File: config.mk
export PLATFORM = sky130hd
export DESIGN_NAME = pwd_gatekeeper
export DESIGN_NICKNAME = d
export VERILOG_FILES = /design/src/rtl/pga_pkg.sv /design/src/rtl/pga_decode.sv /design/src/rtl/pga_vault.sv /design/src/rtl/pga_retry.sv /design/src/rtl/pga_busy.sv /design/src/rtl/pwd_gatekeeper.sv
export SDC_FILE = /design/constraint.sdc
export NUM_CORES = 1
export LEC_CHECK = 0
export BUFFER_PORTS_ARGS = -buffer_cell sky130_fd_sc_hd__clkbuf_2
export CAP_MARGIN = 20
export CORE_MARGIN = 2
export CORE_UTILIZATION = 40
export DETAILED_ROUTE_END_ITERATION = 16
export GPL_ROUTABILITY_DRIVEN = 0
export MAX_ROUTING_LAYER = met4
export PLACE_DENSITY_LB_ADDON = 0.2
export SETUP_SLACK_MARGIN = 0.15
export SKIP_LAST_GASP = 1
export SLEW_MARGIN = 10
export SYNTH_ARGS = -nofsm -noshare
export SYNTH_HDL_FRONTEND = slang
export SYNTH_SLANG_ARGS = --single-unit
File: constraint.sdc
create_clock -name clk -period 8.2 [get_ports clk]
set_clock_uncertainty 0.2 [all_clocks]
set_input_delay 1.64 -clock clk [delete_from_list [all_inputs] [get_ports clk]]
set_output_delay 1.64 -clock clk [all_outputs]
set_load 0.01 [all_outputs]
File: src/rtl/pga_pkg.sv
// Shared codes, slot indices and decoded-command type for the gatekeeper.
// Assumes five key slots; slot order matches the grant bit order.
package pga_pkg;
    localparam int NUM_SLOTS = 5;
    localparam int SLOT_W    = 3;
    localparam int ARR_W     = 4;

    localparam logic [SLOT_W-1:0] SLOT_RD0 = 3'd0;
    localparam logic [SLOT_W-1:0] SLOT_RD1 = 3'd1;
    localparam logic [SLOT_W-1:0] SLOT_WR0 = 3'd2;
    localparam logic [SLOT_W-1:0] SLOT_WR1 = 3'd3;
    localparam logic [SLOT_W-1:0] SLOT_MST = 3'd4;

    typedef enum logic [2:0] {
        OP_NONE   = 3'd0,
        OP_ARRAY  = 3'd1,
        OP_CHANGE = 3'd2,
        OP_WIPE   = 3'd3,
        OP_UNLOCK = 3'd4,
        OP_POLL   = 3'd5
    } op_e;

    typedef struct packed {
        logic              legal;
        op_e               op;
        logic [SLOT_W-1:0] slot;
    } dec_t;
endpackage

File: src/rtl/pga_decode.sv
// Command decoder: maps an 8-bit code to an operation class and key slot.
// Purely combinational; unknown codes come out with legal = 0.
module pga_decode
    import pga_pkg::*;
(
    input  logic [7:0] code,
    output dec_t       dec
);
    // Map each legal code to its class and key slot.
    always_comb begin
        dec = '{legal: 1'b1, op: OP_NONE, slot: SLOT_MST};
        unique case (code)
            8'h80: begin dec.op = OP_ARRAY;  dec.slot = SLOT_RD0; end
            8'h88: begin dec.op = OP_ARRAY;  dec.slot = SLOT_RD1; end
            8'h90: begin dec.op = OP_ARRAY;  dec.slot = SLOT_WR0; end
            8'h98: begin dec.op = OP_ARRAY;  dec.slot = SLOT_WR1; end
            8'hA0: begin dec.op = OP_CHANGE; dec.slot = SLOT_RD0; end
            8'hA8: begin dec.op = OP_CHANGE; dec.slot = SLOT_RD1; end
            8'hB0: begin dec.op = OP_CHANGE; dec.slot = SLOT_WR0; end
            8'hB8: begin dec.op = OP_CHANGE; dec.slot = SLOT_WR1; end
            8'hC0: begin dec.op = OP_CHANGE; dec.slot = SLOT_MST; end
            8'hE0: dec.op = OP_WIPE;
            8'hE8: dec.op = OP_UNLOCK;
            8'hF0: dec.op = OP_POLL;
            default: dec.legal = 1'b0;
        endcase
    end
endmodule

File: src/rtl/pga_vault.sv
// Key store: NUM_SLOTS registers of PWD_W bits, all zero at reset.
// Provides a full-width single-cycle match against the selected slot.
// Assumes wr_en and zero_all are never high together.
module pga_vault
    import pga_pkg::*;
#(
    parameter int PWD_W = 64
) (
    input  logic              clk,
    input  logic              rst_n,
    input  logic [SLOT_W-1:0] sel_slot,
    input  logic [PWD_W-1:0]  cand,
    input  logic              wr_en,
    input  logic [PWD_W-1:0]  wr_data,
    input  logic              zero_all,
    output logic              match
);
    logic [PWD_W-1:0] keys [NUM_SLOTS];

    for (genvar s = 0; s < NUM_SLOTS; s++) begin : g_slot
        // Hold one key; zero on reset or wipe, load on a verified change.
        always_ff @(posedge clk) begin
            if (!rst_n || zero_all)
                keys[s] <= '0;
            else if (wr_en && sel_slot == SLOT_W'(s))
                keys[s] <= wr_data;
        end
    end

    // Compare the whole candidate against the selected key.
    always_comb begin
        match = 1'b0;
        for (int s = 0; s < NUM_SLOTS; s++)
            if (sel_slot == SLOT_W'(s))
                match = (keys[s] == cand);
    end
endmodule

File: src/rtl/pga_retry.sv
// Failure counter with lockout. trip is a combinational one-cycle flag
// on the failure that reaches MAX_TRIES. A success clears count and lock.
module pga_retry #(
    parameter int MAX_TRIES = 8
) (
    input  logic clk,
    input  logic rst_n,
    input  logic fail,
    input  logic success,
    output logic locked,
    output logic trip
);
    localparam int CNT_W = $clog2(MAX_TRIES + 1);
    logic [CNT_W-1:0] fails;

    // Flag the failure that reaches the limit.
    always_comb trip = fail && (fails == CNT_W'(MAX_TRIES - 1));

    // Track failures and the lock state.
    always_ff @(posedge clk) begin
        if (!rst_n || success) begin
            fails  <= '0;
            locked <= 1'b0;
        end else if (trip) begin
            fails  <= '0;
            locked <= 1'b1;
        end else if (fail) begin
            fails  <= fails + 1'b1;
        end
    end
endmodule

File: src/rtl/pga_busy.sv
// Busy window timer: on load, stays busy for exactly BUSY_CYCLES cycles.
module pga_busy #(
    parameter int BUSY_CYCLES = 6
) (
    input  logic clk,
    input  logic rst_n,
    input  logic load,
    output logic busy
);
    localparam int CNT_W = $clog2(BUSY_CYCLES + 1);
    logic [CNT_W-1:0] left;

    // Count the remaining cycles of the window.
    always_ff @(posedge clk) begin
        if (!rst_n)
            left <= '0;
        else if (load)
            left <= CNT_W'(BUSY_CYCLES);
        else if (left != '0)
            left <= left - 1'b1;
    end

    // Busy while any cycles remain.
    always_comb busy = (left != '0);
endmodule

File: src/rtl/pwd_gatekeeper.sv
// Password access controller. Takes one decoded request per cycle from a
// bus front end, verifies it against the stored keys, runs the retry
// lockout and the busy window, and reports a registered response one
// cycle later. Assumes the front end has already confirmed replacement keys.
module pwd_gatekeeper
    import pga_pkg::*;
#(
    parameter int PWD_W       = 64,
    parameter int MAX_TRIES   = 8,
    parameter int BUSY_CYCLES = 6
) (
    input  logic             clk,
    input  logic             rst_n,
    input  logic             req_valid,
    input  logic [7:0]       req_code,
    input  logic [PWD_W-1:0] req_pwd,
    input  logic [PWD_W-1:0] req_newpwd,
    output logic             rsp_valid,
    output logic             rsp_ack,
    output logic             busy,
    output logic [ARR_W-1:0] grant,
    output logic             locked,
    output logic             clr_arrays
);
    dec_t             dec;
    logic             match;
    logic             accept;
    logic             is_poll;
    logic             reset_op;
    logic             success;
    logic             fail_cnt;
    logic             trip;
    logic             last_ok;
    logic [ARR_W-1:0] sess_grant;

    pga_decode u_decode (
        .code (req_code),
        .dec  (dec)
    );

    // Classify the request against the current busy and lock state.
    always_comb begin
        is_poll  = req_valid && !busy && dec.legal && dec.op == OP_POLL;
        accept   = req_valid && !busy && dec.legal && dec.op != OP_POLL;
        reset_op = (dec.op == OP_WIPE) || (dec.op == OP_UNLOCK);
        success  = accept && match && (!locked || reset_op);
        fail_cnt = accept && !success && !locked;
    end

    pga_vault #(.PWD_W(PWD_W)) u_vault (
        .clk      (clk),
        .rst_n    (rst_n),
        .sel_slot (dec.slot),
        .cand     (req_pwd),
        .wr_en    (success && dec.op == OP_CHANGE),
        .wr_data  (req_newpwd),
        .zero_all (success && dec.op == OP_WIPE),
        .match    (match)
    );

    pga_retry #(.MAX_TRIES(MAX_TRIES)) u_retry (
        .clk     (clk),
        .rst_n   (rst_n),
        .fail    (fail_cnt),
        .success (success),
        .locked  (locked),
        .trip    (trip)
    );

    pga_busy #(.BUSY_CYCLES(BUSY_CYCLES)) u_busy (
        .clk   (clk),
        .rst_n (rst_n),
        .load  (accept),
        .busy  (busy)
    );

    // Register the response, the clear pulse and the last verdict.
    always_ff @(posedge clk) begin
        if (!rst_n) begin
            rsp_valid  <= 1'b0;
            rsp_ack    <= 1'b0;
            clr_arrays <= 1'b0;
            last_ok    <= 1'b0;
        end else begin
            rsp_valid  <= req_valid;
            rsp_ack    <= accept || (is_poll && last_ok);
            clr_arrays <= trip || (success && dec.op == OP_WIPE);
            if (accept)
                last_ok <= success;
        end
    end

    // Hold the granted array until the next accepted attempt.
    always_ff @(posedge clk) begin
        if (!rst_n)
            sess_grant <= '0;
        else if (accept)
            sess_grant <= (success && dec.op == OP_ARRAY)
                          ? ARR_W'(1) << dec.slot : '0;
    end

    // Show the grant only once the busy window has closed.
    always_comb grant = busy ? '0 : sess_grant;
endmodule

# Yosys cells after proc, flatten, opt, wreduce, memory -nomap -nowiden
# Memories as Yosys holds them, arrays and structs flattened.
# Index checks and enable logic that the tools add are counted.
classes:
  n_reduce_logical: 40
  shift: 1
  mux: 34
  eq_ne: 28
  n_addsub: 2
  n_bitwise: 6
ops:
  columns: ["operator", "n"]
  rows:
  - ["equality test 64 bit", 5]
  - ["two-way mux 64 bit", 5]
  - ["equality test 8 bit (second input constant)", 12]
  - ["two-way mux 1 bit", 23]
  - ["logical AND 1 bit", 18]
  - ["case mux 3 bit (5 select lines)", 1]
  - ["equality test 3 x 2 -> 1 bit (second input constant)", 4]
  - ["case mux 3 bit (4 select lines)", 1]
  - ["OR reduction 12 bit", 1]
  - ["OR reduction 2 bit", 6]
  - ["equality test 3 bit (second input constant)", 3]
  - ["two-way mux 4 bit", 2]
  - ["equality test 3 x 1 -> 1 bit (second input constant)", 2]
  - ["logical OR 1 bit", 6]
  - ["two-way mux 3 bit", 2]
  - ["OR 1 bit", 5]
  - ["OR reduction 5 bit", 1]
  - ["adder 4 x 1 -> 4 bit (second input constant)", 1]
  - ["equality test 4 x 3 -> 1 bit (second input constant)", 1]
  - ["logical NOT 1 bit", 4]
  - ["OR reduction 4 bit", 1]
  - ["left shift 1 x 3 -> 4 bit (first input constant)", 1]
  - ["logical NOT 3 bit", 1]
  - ["!= test 3 bit (second input constant)", 1]
  - ["other kinds (4)", 4]
totals:
  register_bits: 16
  mem_bits_rw: 320
  elab_cells: 121
  memories: 1
memory_table:
  columns: ["name", "depth", "width", "rd", "rd_ports_with_merged_regs", "wr", "line", "rtl"]
  rows:
  - ["u_vault.keys", 5, 64, 5, 0, 5, "pga_vault.sv:18", "logic [PWD_W-1:0] keys [NUM_SLOTS];"]

# Longest topological paths before layout
# Gate-level depths: netlist of run 1.
depth:
  ltp_word: 17
  ltp_mapped: 10

# Cells and area by module
# A second synthesis of run 1 with hierarchy kept.
unflattened:
  hier_cells: 1293
  hier_area_um2: 16605.9
modules_own_cells:
  columns: ["mod", "area_each_um2", "cells_each", "n_inst", "seq_area_each_um2"]
  rows:
  - ["pga_vault", 15657.5, 1189, 1, 9609.2]
  - ["pwd_gatekeeper", 421.7, 48, 1, 160.2]
  - ["pga_retry", 210.2, 21, 1, 100.1]
  - ["pga_busy", 166.4, 16, 1, 60.1]
  - ["pga_decode", 150.1, 19, 1, 0.0]

# Worst setup path after synthesis of run 1
# No wires, ideal clock.
synth_path:
  path_type: "input to register"
  start: "input port req_pwd[4]"
  end: "memory u_vault.keys[0][0] (enable)"
  setup_ns: 0.574
  arrival_time_ns: 8.079
  required_ns: 7.426
  setup_slack_ns: -0.654
  cell_stages: 10
  cell_sequence: "clkbuf_1 > xnor2_1 > nand4_1 > nor4_1 > nand3_1 > nor4_2 > nor4b_4 > or3_1 > buf_2 > o21ai_0"
synth_rtl:
  columns: ["element", "line", "rtl"]
  rows:
  - ["from (decl)", "pwd_gatekeeper.sv:16", "input logic [PWD_W-1:0] req_pwd,"]
  - ["to (decl)", "pga_vault.sv:18", null]

==> results of run 1 <==
-- logic make-up (layout without fill, tap and decap cells) --
group           count (synthesis)  in the layout
mux                             2              2
xor+xnor                      324            324
fa+ha+maj                       3              3
compound gates                 28             28
simple gates                  498            498
flops                         336            336
buf+inv                       106            236
-- where the power goes --
| part | total, mW | internal [mW] | switching [mW] | leakage, nW |
|---|---|---|---|---|
| clock | 1.65 | 0.954 | 0.694 | 0.581 |
| sequential | 1.96 | 1.93 | 0.0259 | 3.43 |
| combinational | 0.359 | 0.117 | 0.243 | 2.94 |
| total | 3.96 | 3.00 | 0.962 | 6.95 |
-- flip-flops by register name (all words and copies together), names as in the netlist --
name and count:
u_vault.keys 320, u_retry.locked 1, sess_grant 4, rsp_valid 1, rsp_ack 1, u_busy.left 3, clr_arrays 1, u_retry.fails 4
last_ok 1
-- worst max-delay path: cells and delay by family --
family | cells | cell delay (ns)
compound gates | 1 | 0.78
buf+inv | 2 | 0.67
xor+xnor | 1 | 0.37
simple gates | 6 | 2.69
-- worst max-delay path by stage --
stage,end,from,depth (start not counted),slack [ns]
after floorplan,u_vault.keys[0][0],req_pwd[4],10,-0.65
after global placement,u_vault.keys[1][43],req_pwd[45],10,1.68
after detailed placement,u_vault.keys[1][43],req_pwd[45],10,1.65
after CTS,u_vault.keys[1][37],req_pwd[45],10,2.21
after global routing,u_vault.keys[1][37],req_pwd[45],10,2.01
final,u_vault.keys[1][48],req_pwd[45],10,2.01
-- final cells by class --
class                   instances  area share
clock inverters                10     0.00231
multi-input cells             855       0.331
inverters                       4    0.000793
well taps                     532      0.0352
flip-flops and latches        336       0.525
clock buffers                  59      0.0600
repair buffers                163      0.0456
-- per-layer routing --
layer | GRT usage | vias up | share of wire
li1 | - | 4638 | -
met1 | 0.330 | 5198 | 0.43
met2 | 0.386 | 382 | 0.48
met3 | 0.0360 | 70 | 0.066
met4 | 0.0729 | 0 | 0.027
met5 | - | - | 0
-- through the flow --
step,utilization,hold slack [ns],power (mW)
after floorplan,-,0.232,2.19
after global placement,0.433,0.244,2.35
after detailed placement,0.434,0.250,2.35
after CTS,0.462,0.259,3.99
after global routing,0.462,0.284,4.07
final,0.462,0.262,3.96
-- placed cells by master (no fill, tap or decap), types with 2 or more instances in the layout --
cell type / instances
sky130_fd_sc_hd__a21oi_1: 7
sky130_fd_sc_hd__and2_1: 325
sky130_fd_sc_hd__buf_4: 15
sky130_fd_sc_hd__clkbuf_1: 13
sky130_fd_sc_hd__clkbuf_16: 42
sky130_fd_sc_hd__clkbuf_2: 147
sky130_fd_sc_hd__clkbuf_4: 3
sky130_fd_sc_hd__clkinv_1: 5
sky130_fd_sc_hd__clkinv_2: 5
sky130_fd_sc_hd__dfxtp_1: 16
sky130_fd_sc_hd__edfxtp_1: 320
sky130_fd_sc_hd__ha_1: 3
sky130_fd_sc_hd__inv_1: 4
sky130_fd_sc_hd__mux2i_1: 2
sky130_fd_sc_hd__nand2_1: 18
sky130_fd_sc_hd__nand3_1: 14
sky130_fd_sc_hd__nand3b_1: 3
sky130_fd_sc_hd__nand4_1: 54
sky130_fd_sc_hd__nor2_1: 12
sky130_fd_sc_hd__nor2b_1: 3
sky130_fd_sc_hd__nor3_1: 5
sky130_fd_sc_hd__nor4_1: 45
sky130_fd_sc_hd__nor4_2: 2
sky130_fd_sc_hd__nor4_4: 4
sky130_fd_sc_hd__nor4b_4: 2
sky130_fd_sc_hd__o21a_1: 2
sky130_fd_sc_hd__o21ai_0: 8
sky130_fd_sc_hd__o21ai_1: 3
sky130_fd_sc_hd__o21ai_4: 5
sky130_fd_sc_hd__or3_1: 2
sky130_fd_sc_hd__or4_1: 4
sky130_fd_sc_hd__xnor2_1: 181
sky130_fd_sc_hd__xor2_1: 143
==> qor.json, run 1 <==
{
  "run_status": {
    "status": "finished clean"
  },
  "timing": {
    "slew_violations": 0,
    "setup_viol": 0,
    "finalSetupTns_ns": 0,
    "rsz0062_at_grt": "no",
    "finalWorstPathRequiredPeriod_ns": 6.19,
    "fin_ws_ns": 2.01,
    "max_clock_freq_mhz": 162,
    "maxSlewHeadroom": 0.273,
    "endpoints_failing_hold": 0,
    "fin_crit_sh": 0.754,
    "actual_slew_at_the_worst_max_slew_pin_ns": 1.09
  },
  "clock_network": {
    "cts_root_buffer": "sky130_fd_sc_hd__clkbuf_16",
    "cts.path.max_buffers": 3,
    "post-cts-setup-buffer-count": 0,
    "ctsHtreeMaxLevel": 2,
    "cts_repair_resize_count": 0,
    "worstSkewPairLatency_ns": 0.55,
    "postCtsHoldBufs": 0,
    "clk_pin_slew_ns": 0.06,
    "cts_tree": "built",
    "tritoncts_num_sinks": 336,
    "cts_inserted_buffers": 39
  },
  "die": {
    "dieWidth_um": 208,
    "core_um2": 40900,
    "chipHeight_um": 208,
    "boundaryPins": 148,
    "die_area_um2": 43200,
    "std_cell_rows": 74,
    "initial_standard_cell_utilization_of_the_core": 0.406
  },
  "drt": {
    "dr.pass1.iters": 5,
    "vias_per_cell": 5.25,
    "ant_nets": 0,
    "route.final.wire_length_um": 51700,
    "drt-wirelength-per-cell_um": 26.4,
    "detail_route.iter0.violations": 901,
    "drc_errors": 0,
    "dr_total_vias": 10288
  },
  "critical_path": {
    "critPathMaxStageDelay_ns": 0.78,
    "endpoint_kind": "flip-flop",
    "cp_max_fo": 24,
    "regToRegEndpoint": "u_vault.keys[1][48]",
    "regToRegSetupSlack_ns": 2.96,
    "timing.critical_path.arrival_ns": 6.19,
    "slowest_stage": "sky130_fd_sc_hd__o21ai_4",
    "timing.critical_path.required_ns": 8.20,
    "setup.worst_path.start_class": "primary input",
    "timing_worst_setup_path_type": "primary input to flip-flop",
    "ff2ff_path_depth": 9,
    "r2r_start": "u_vault.keys[0][45]",
    "crit_chain": "clkbuf_2, xnor2_1, nand4_1, nor4_1, nand3_1, nor4_2, nor4b_4, or3_1, o21ai_4, buf_4"
  },
  "synthesis": {
    "synth.most_common_cell": "sky130_fd_sc_hd__and2_1",
    "yosys_register_bits": 336,
    "synth-compound-area-share": 0.0103,
    "post_synthesis_share_of_cell_area_spent_on_xor_and_xnor_gates": 0.171,
    "post_synth_inst_count": 1297,
    "synthesized_net_count": 1439,
    "synthesized_area_fraction_occupied_by_and_or_nand_nor_cells": 0.189,
    "primary_ff_master_synth": "sky130_fd_sc_hd__edfxtp_1",
    "multiplexer_share_of_the_synthesized_area": 0.00120,
    "area_share_of_the_leading_cell_type_in_the_synthesized_netlist": 0.578,
    "proportion_of_register_bits_with_asynchronous_set_or_reset_after_synthesis": 0,
    "synthDistinctLibCells": 37,
    "synth.cells.most_frequent": "325 x sky130_fd_sc_hd__and2_1, 320 x sky130_fd_sc_hd__edfxtp_1, 181 x sky130_fd_sc_hd__xnor2_1",
    "synth_top_area_cell": "sky130_fd_sc_hd__edfxtp_1",
    "postSynthAreaPerCell_um2": 12.8,
    "synth-adder-area-share": 0.00226,
    "synth_top_family_by_area": "simple AND/OR/NAND/NOR gates",
    "synth.yosys.warnings": 0,
    "syn_std_cell_area_um2": 16600,
    "synth.yosys.seq_area_share": 0.597,
    "post_synth_edffs": 320,
    "synth_top_cells_by_area": "sky130_fd_sc_hd__edfxtp_1 58%, sky130_fd_sc_hd__and2_1 12%, sky130_fd_sc_hd__xnor2_1 9.5%"
  },
  "global_routing": {
    "gr-total-overflow": 0,
    "antenna_found_initial": 0,
    "grt_max_degree": 65,
    "grt.total_usage": 0.245,
    "grt_pass1_vias": 10063,
    "grt_first_pass_wirelength_um": 73200
  },
  "placement": {
    "dp.final_hpwl_um": 37300,
    "place_worst_setup_slack_ns": 1.65,
    "placement.cell_area_um2": 17700,
    "placement.io_buffers": 147,
    "dp_cells": 1890
  },
  "layout": {
    "multi_input_area_um2": 6270,
    "fin_cells": 1959,
    "area_delta_synth_final_pct": 13.8,
    "register_area_um2": 9930,
    "fillerInstances": 3736,
    "post-route-cell-area_um2": 18900,
    "final_nets": 1541,
    "diodes": 0,
    "drive_above_1_share": 0.161
  },
  "worst_hold_path": {
    "worst_hold_path_type": "flip-flop to flip-flop",
    "min_from": "last_ok",
    "hold-path-endpoint": "last_ok",
    "worst_hold_path.num_cells": 2
  },
  "power": {
    "power.ir.vdd_worst_uv": 120,
    "pwr_density_nw_per_um2": 209,
    "static-leakage-power_nw": 6.95
  },
  "job": {
    "max_cap_viol_count": 0
  }
}
(Power assumes the default switching activity.)
==> run 2: changes to the inputs <==
- clock period: 8.2 -> 6.3 ns (I/O delays scaled with it)
==> run 2 against run 1 <==
Against the previous run:
- cell count is 0.10% higher
- die area unchanged
- global-route usage fell by 0.50 points
- non-clock buffer count is 3 higher
- first-iteration DRC count rose by 11%
- sequential cell count unchanged
- largest power group unchanged
- power rose by 29%
- count of clock-buffer cells in the layout shrank 11
- highest routed layer unchanged
==> qor.json, run 2 (synthesized netlist as in run 1, its figures left out) <==
{
  "clock_network": {
    "post-cts-setup-buffer-count": {"value": 0, "change": "unchanged"},
    "tritoncts_num_sinks": {"value": 336, "change": "unchanged"},
    "cts_inserted_buffers": {"value": 38, "change": "-2.6%"},
    "cts_tree": "built",
    "cts_root_buffer": "sky130_fd_sc_hd__clkbuf_16",
    "cts.path.max_buffers": {"value": 3, "change": "unchanged"},
    "cts_repair_resize_count": {"value": 0, "change": "unchanged"},
    "postCtsHoldBufs": {"value": 0, "change": "unchanged"},
    "clk_pin_slew": {"value": 0.05, "unit": "ns", "change": "about the same"},
    "worstSkewPairLatency": {"value": 0.54, "unit": "ns", "change": "about the same"},
    "ctsHtreeMaxLevel": {"value": 2, "change": "unchanged"}
  },
  "layout": {
    "layout.core_utilization": {"value": 0.465, "change": "+0.00260"},
    "largest_register_ff_count": {"value": 320, "change": "unchanged"},
    "final_nets": {"value": 1543, "change": "+0.13%"},
    "drive_above_1_share": {"value": 0.160, "change": "-0.000813"},
    "layout.cells.most_common": "sky130_fd_sc_hd__and2_1",
    "layout_top_registers": "u_vault.keys (320), sess_grant (4), u_retry.fails (4)",
    "final_cell_mix": "325 x sky130_fd_sc_hd__and2_1, 320 x sky130_fd_sc_hd__edfxtp_1, 181 x sky130_fd_sc_hd__xnor2_1",
    "largest-register": "u_vault.keys",
    "area_delta_synth_final_pct": 14.5,
    "fillerInstances": {"value": 3737, "change": "+0.027%"},
    "post-route-cell-area": {"value": 19000, "unit": "µm²", "change": "+0.56%"}
  },
  "timing": {
    "rsz0062_at_grt": "no",
    "setup_viol": {"value": 0, "change": "unchanged"},
    "max_clock_freq_mhz": 173,
    "maxSlewHeadroom": {"value": 0.208, "change": "-0.0654"},
    "final.hold.worst_slack": {"value": 0.260, "unit": "ns", "change": "-0.00192 ns"},
    "finalWorstPathRequiredPeriod_ns": 5.78,
    "endpoints_failing_hold": {"value": 0, "change": "unchanged"},
    "slew_violations": {"value": 0, "change": "unchanged"},
    "actual_slew_at_the_worst_max_slew_pin": {"value": 1.18, "unit": "ns", "change": "+0.0872 ns"},
    "fin_crit_sh": 0.917
  },
  "critical_path": {
    "cp_max_fo": {"value": 15, "change": "-38%"},
    "regToRegSetupSlack": {"value": 1.10, "unit": "ns", "change": "-1.86 ns"},
    "ff2ff_path_depth": {"value": 9, "change": "unchanged"},
    "slowest_stage": "sky130_fd_sc_hd__nor4_1",
    "setup.worst_path.start_class": "primary input",
    "timing.critical_path.required": {"value": 6.33, "unit": "ns", "change": "-1.87 ns"},
    "timing_worst_setup_path_type": "primary input to flip-flop",
    "timing.critical_path.arrival": {"value": 5.81, "unit": "ns", "change": "-0.38 ns"},
    "endpoint_kind": "flip-flop",
    "crit_chain": "clkbuf_2, xnor2_1, nand4_1, nor4_1, nand3_1, nor4_2, nor4b_4, or3_1, o21ai_4, buf_12",
    "r2r_start": "u_vault.keys[0][45]",
    "critPathCapture": "u_vault.keys[1][48]",
    "worst_setup_path_startpoint": "req_pwd[45]",
    "critPathMaxStageDelay": {"value": 1.09, "unit": "ns", "change": "+0.31 ns"},
    "regToRegEndpoint": "u_vault.keys[1][48]"
  },
  "drt": {
    "dr_total_vias": {"value": 10126, "change": "-1.6%"},
    "detail_route.iter0.violations": {"value": 996, "change": "+11%"},
    "drt-wirelength-per-cell": {"value": 25.7, "unit": "µm", "change": "-2.5%"},
    "vias_per_cell": {"value": 5.16, "change": "-1.7%"},
    "drc_errors": {"value": 0, "change": "unchanged"},
    "route.final.wire_length": {"value": 50500, "unit": "µm", "change": "-2.4%"},
    "dr.pass1.iters": {"value": 5, "change": "unchanged"},
    "ant_nets": {"value": 0, "change": "unchanged"}
  },
  "worst_hold_path": {
    "worst_hold_path_type": "flip-flop to flip-flop"
  },
  "die": {
    "std_cell_rows": {"value": 74, "change": "unchanged"},
    "dieWidth": {"value": 208, "unit": "µm", "change": "unchanged"},
    "die_area": {"value": 43200, "unit": "µm²", "change": "unchanged"},
    "boundaryPins": {"value": 148, "change": "unchanged"},
    "core": {"value": 40900, "unit": "µm²", "change": "unchanged"},
    "chipHeight": {"value": 208, "unit": "µm", "change": "unchanged"},
    "initial_standard_cell_utilization_of_the_core": {"value": 0.406, "change": "unchanged"}
  },
  "power": {
    "intPower": {"value": 3.89, "unit": "mW", "change": "+29%"},
    "static-leakage-power": {"value": 6.99, "unit": "nW", "change": "+0.53%"},
    "power.share.combinational": {"value": 0.093, "change": "+0.002"},
    "power.ir.vdd_worst": {"value": 151, "unit": "µV", "change": "+26%"},
    "power.share.sequential": {"value": 0.497, "change": "+0.003"},
    "power.clock.fraction": {"value": 0.410, "change": "-0.006"},
    "pwr_density": {"value": 269, "unit": "nW/µm²", "change": "+29%"},
    "p_sw": {"value": 1.24, "unit": "mW", "change": "+29%"},
    "power_switching_share": {"value": 0.242, "change": "-0.00114"}
  },
  "placement": {
    "dp.final_hpwl": {"value": 35800, "unit": "µm", "change": "-3.9%"},
    "placement.io_buffers": {"value": 147, "change": "unchanged"},
    "placement.cell_area": {"value": 17900, "unit": "µm²", "change": "+0.72%"}
  },
  "global_routing": {
    "grt_pass1_vias": {"value": 10045, "change": "-0.18%"},
    "gr-total-overflow": {"value": 0, "change": "unchanged"},
    "grt_first_pass_wirelength": {"value": 71900, "unit": "µm", "change": "-1.9%"},
    "antenna_found_initial": {"value": 1, "change": "+1"},
    "grt.total_usage": {"value": 0.240, "change": "-0.00500"},
    "grt_max_degree": {"value": 65, "change": "unchanged"}
  },
  "run_status": {
    "status": "finished clean"
  },
  "job": {
    "max_cap_viol_count": {"value": 0, "change": "unchanged"}
  }
}
## run 2: how the worst min path moves through the flow
stage          cells past startpoint             start               end
6_report                           2           last_ok           last_ok
3_5_place_dp                       2           last_ok           last_ok
4_1_cts                            2           last_ok           last_ok
3_3_place_gp                       2  u_retry.fails[3]  u_retry.fails[3]
2_1_floorplan                      2     sess_grant[1]     sess_grant[1]
5_1_grt                            2           last_ok           last_ok
## run 2: power by group through the flow
stage / logic [mW] / clock network [mW] / registers [mW]
3_3_place_gp: 0.475 / 0 / 2.59
4_1_cts: 0.479 / 2.14 / 2.55
5_1_grt: 0.503 / 2.22 / 2.55
3_5_place_dp: 0.476 / 0 / 2.59
2_1_floorplan: 0.250 / 0 / 2.60
6_report: 0.476 / 2.10 / 2.55
## run 2: stage by stage
| stage | power (mW) | TNS [ns] | std cells | setup slack (ns) |
|---|---|---|---|---|
| after floorplan | 2.85 | -143.01 | 1297 | -0.449 |
| after global placement | 3.06 | 0 | 1893 | 0.231 |
| after detailed placement | 3.07 | 0 | 1893 | 0.235 |
| after CTS | 5.16 | 0 | 1960 | 0.774 |
| after global routing | 5.28 | 0 | 1961 | 0.482 |
| final | 5.12 | 0 | 1961 | 0.525 |
## run 2: layer usage
layer	GRT usage	routed length, µm
met4	0.0680	1330
met1	0.322	21600
met2	0.371	23800
met5	-	0
met3	0.0496	3760
## run 2: cell type report
cell class	instances	area, µm²	share of cell area
clock buffer	48	1050	0.0553
multi-input combinational	855	6270	0.329
antenna	1	2.50	0.000132
timing repair buffer	166	991	0.0521
inverter	4	15.0	0.000789
sequential	336	9930	0.522
tap	532	666	0.0350
clock inverter	19	104	0.00546
## run 2: critical path: cells and delay by family
| kind | cells | cell delay (ns) |
|---|---|---|
| buffers and inverters | 2 | 0.41 |
| XOR/XNOR | 1 | 0.38 |
| AND/OR/NAND/NOR | 6 | 3.09 |
| AO/OA/AOI/OAI | 1 | 0.63 |
==> run 3: changes to the inputs <==
- CELL_PAD_IN_SITES_DETAIL_PLACEMENT: unset -> 1
- CELL_PAD_IN_SITES_GLOBAL_PLACEMENT: unset -> 1
==> run 3 against run 2 <==
Against the previous run:
- combinational power hardly changed
- via count grew 1.3%
- highest routed layer unchanged
- routed wire length grew 5.4%
==> qor.json, run 3 (synthesized netlist as in run 1, its figures left out) <==
{
  "drt": {
    "vias_per_cell": {"value": 5.24, "change": "+1.5%"},
    "dr.pass1.iters": {"value": 5, "change": "unchanged"},
    "ant_nets": {"value": 0, "change": "unchanged"},
    "drc_errors": {"value": 0, "change": "unchanged"},
    "dr_total_vias": {"value": 10254, "change": "+1.3%"},
    "detail_route.iter0.violations": {"value": 775, "change": "-22%"},
    "drt-wirelength-per-cell": {"value": 27.2, "unit": "µm", "change": "+5.6%"},
    "route.final.wire_length": {"value": 53200, "unit": "µm", "change": "+5.4%"}
  },
  "layout": {
    "fin_cells": {"value": 1957, "change": "-0.20%"},
    "multi_input_area": {"value": 6270, "unit": "µm²", "change": "unchanged"},
    "register_area": {"value": 9930, "unit": "µm²", "change": "unchanged"},
    "largest-register": "u_vault.keys",
    "final_cell_mix": "325 x sky130_fd_sc_hd__and2_1, 320 x sky130_fd_sc_hd__edfxtp_1, 181 x sky130_fd_sc_hd__xnor2_1",
    "drive_above_1_share": {"value": 0.157, "change": "-0.00376"},
    "fillerInstances": {"value": 4178, "change": "+12%"},
    "area_delta_synth_final_pct": 14.3,
    "layout.cells.most_common": "sky130_fd_sc_hd__and2_1",
    "layout_top_registers": "u_vault.keys (320), sess_grant (4), u_retry.fails (4)",
    "largest_register_ff_count": {"value": 320, "change": "unchanged"},
    "final_nets": {"value": 1541, "change": "-0.13%"}
  },
  "power": {
    "static-leakage-power": {"value": 6.95, "unit": "nW", "change": "-0.50%"},
    "power_switching_share": {"value": 0.244, "change": "+0.00208"},
    "power.share.combinational": {"value": 0.093, "change": "about the same"},
    "power.share.sequential": {"value": 0.496, "change": "about the same"},
    "power.ir.vdd_worst": {"value": 166, "unit": "µV", "change": "+9.9%"},
    "p_sw": {"value": 1.25, "unit": "mW", "change": "+1.1%"},
    "pwr_density": {"value": 270, "unit": "nW/µm²", "change": "+0.46%"},
    "power.clock.fraction": {"value": 0.411, "change": "about the same"},
    "intPower": {"value": 3.89, "unit": "mW", "change": "about the same"},
    "fin_total_pwr": {"value": 5.14, "unit": "mW", "change": "+0.27%"}
  },
  "timing": {
    "actual_slew_at_the_worst_max_slew_pin": {"value": 0.918, "unit": "ns", "change": "-0.260 ns"},
    "maxSlewHeadroom": {"value": 0.383, "change": "+0.175"},
    "finalWorstPathRequiredPeriod": {"value": 5.36, "unit": "ns", "change": "-0.417 ns"},
    "max_clock_freq": {"value": 187, "unit": "MHz", "change": "+7.8%"},
    "setup_viol": {"value": 0, "change": "unchanged"},
    "slew_violations": {"value": 0, "change": "unchanged"},
    "fin_crit_sh": {"value": 0.850, "change": "-0.0663"},
    "endpoints_failing_hold": {"value": 0, "change": "unchanged"},
    "rsz0062_at_grt": "no"
  },
  "clock_network": {
    "post-cts-setup-buffer-count": {"value": 0, "change": "unchanged"},
    "postCtsHoldBufs": {"value": 0, "change": "unchanged"},
    "cts_inserted_buffers": {"value": 38, "change": "unchanged"},
    "cts.path.max_buffers": {"value": 3, "change": "unchanged"},
    "cts_tree": "built",
    "tritoncts_num_sinks": {"value": 336, "change": "unchanged"},
    "clk_pin_slew": {"value": 0.05, "unit": "ns", "change": "about the same"},
    "cts_repair_resize_count": {"value": 0, "change": "unchanged"},
    "worstSkewPairLatency": {"value": 0.55, "unit": "ns", "change": "about the same"},
    "ctsHtreeMaxLevel": {"value": 2, "change": "unchanged"},
    "cts_root_buffer": "sky130_fd_sc_hd__clkbuf_16"
  },
  "global_routing": {
    "grt_max_degree": {"value": 65, "change": "unchanged"},
    "use_met1": {"value": 0.338, "change": "+0.0161"},
    "gr-max-usage-layer": "met2",
    "grt_use_met3": {"value": 0.0492, "change": "-0.000454"},
    "grt_first_pass_wirelength": {"value": 76200, "unit": "µm", "change": "+6.0%"},
    "grt_pass1_vias": {"value": 10406, "change": "+3.6%"},
    "antenna_found_initial": {"value": 1, "change": "unchanged"},
    "gr-total-overflow": {"value": 0, "change": "unchanged"},
    "grt.total_usage": {"value": 0.255, "change": "+0.0143"},
    "use_met2": {"value": 0.402, "change": "+0.0305"}
  },
  "die": {
    "boundaryPins": {"value": 148, "change": "unchanged"},
    "initial_standard_cell_utilization_of_the_core": {"value": 0.406, "change": "unchanged"},
    "std_cell_rows": {"value": 74, "change": "unchanged"},
    "die_area": {"value": 43200, "unit": "µm²", "change": "unchanged"},
    "chipHeight": {"value": 208, "unit": "µm", "change": "unchanged"},
    "core": {"value": 40900, "unit": "µm²", "change": "unchanged"},
    "dieWidth": {"value": 208, "unit": "µm", "change": "unchanged"}
  },
  "placement": {
    "dp.final_hpwl": {"value": 38000, "unit": "µm", "change": "+6.0%"},
    "dp_cells": {"value": 1891, "change": "-0.11%"},
    "placement.io_buffers": {"value": 147, "change": "unchanged"}
  },
  "run_status": {
    "status": "finished clean"
  },
  "job": {
    "max_cap_viol_count": {"value": 0, "change": "unchanged"}
  },
  "worst_hold_path": {
    "worst_hold_path_type": "flip-flop to flip-flop",
    "min_from": "last_ok"
  },
  "critical_path": {
    "endpoint_kind": "flip-flop",
    "r2r_start": "u_vault.keys[0][45]",
    "setup.worst_path.start_class": "primary input",
    "timing.critical_path.required": {"value": 6.27, "unit": "ns", "change": "-0.06 ns"},
    "timing.critical_path.arrival": {"value": 5.33, "unit": "ns", "change": "-0.48 ns"},
    "cp_max_fo": {"value": 64, "change": "+49"},
    "worst_setup_path_startpoint": "req_pwd[45]",
    "timing_worst_setup_path_type": "primary input to flip-flop"
  }
}
## run 3: cell types whose count changed in the layout (fill, tap and decap cells not counted), sizes merged
cell	previous run	this run
bufinv	1	2
clkinv	18	9
clkbuf	195	200
inv	4	5
buf	19	17
## run 3: final cells by class
class	count	share of cell area
flip-flops and latches	336	0.523
multi-input cells	855	0.330
clock buffers	53	0.0541
repair buffers	164	0.0514
well taps	532	0.0350
clock inverters	12	0.00566
inverters	4	0.000790
diodes	1	0.000132
## run 3: path summary, 6_finish.rpt
check / to / slack (ns) / depth (start not counted)
worst min register to register: last_ok / 0.26 / 2
worst max-delay path: u_vault.keys[3][32] / 0.94 / 10
worst max register to register: u_vault.keys[3][32] / 1.51 / 9
worst min-delay path: last_ok / 0.26 / 2
## run 3: critical path, stage by stage
cell	delay (ns)
sky130_fd_sc_hd__clkbuf_2	0.18
sky130_fd_sc_hd__xnor2_1	0.37
sky130_fd_sc_hd__nand4_1	0.39
sky130_fd_sc_hd__nor4_1	0.88
sky130_fd_sc_hd__nand3_1	0.20
sky130_fd_sc_hd__nor4_2	0.43
sky130_fd_sc_hd__nor4b_4	0.17
sky130_fd_sc_hd__or3_1	0.69
sky130_fd_sc_hd__o21ai_4	0.27
sky130_fd_sc_hd__buf_12	0.33
## run 3: metal layers
layer  share of wire  routed length, µm
met5               0                  0
met4           0.025               1300
met3           0.057               3010
met2            0.48              25500
met1            0.44              23300
## run 3: through the flow
step / setup WS [ns] / hold WS (ns) / TNS, ns / utilization / area [µm²]
floorplan: -0.449 / 0.232 / -143.01 / - / 16600
global placement: 0.613 / 0.248 / 0 / 0.436 / 17900
detailed placement: 0.588 / 0.254 / 0 / 0.436 / 17900
CTS: 1.17 / 0.264 / 0 / 0.464 / 19000
global route: 0.820 / 0.290 / 0 / 0.464 / 19000
finish: 0.942 / 0.261 / 0 / 0.464 / 19000
## run 3: power groups by stage
stage / logic (mW) / clock network, mW / registers [mW]
after CTS: 0.485 / 2.14 / 2.55
after global routing: 0.508 / 2.21 / 2.55
after floorplan: 0.250 / 0 / 2.60
after global placement: 0.479 / 0 / 2.59
after detailed placement: 0.481 / 0 / 2.59
final: 0.479 / 2.11 / 2.55
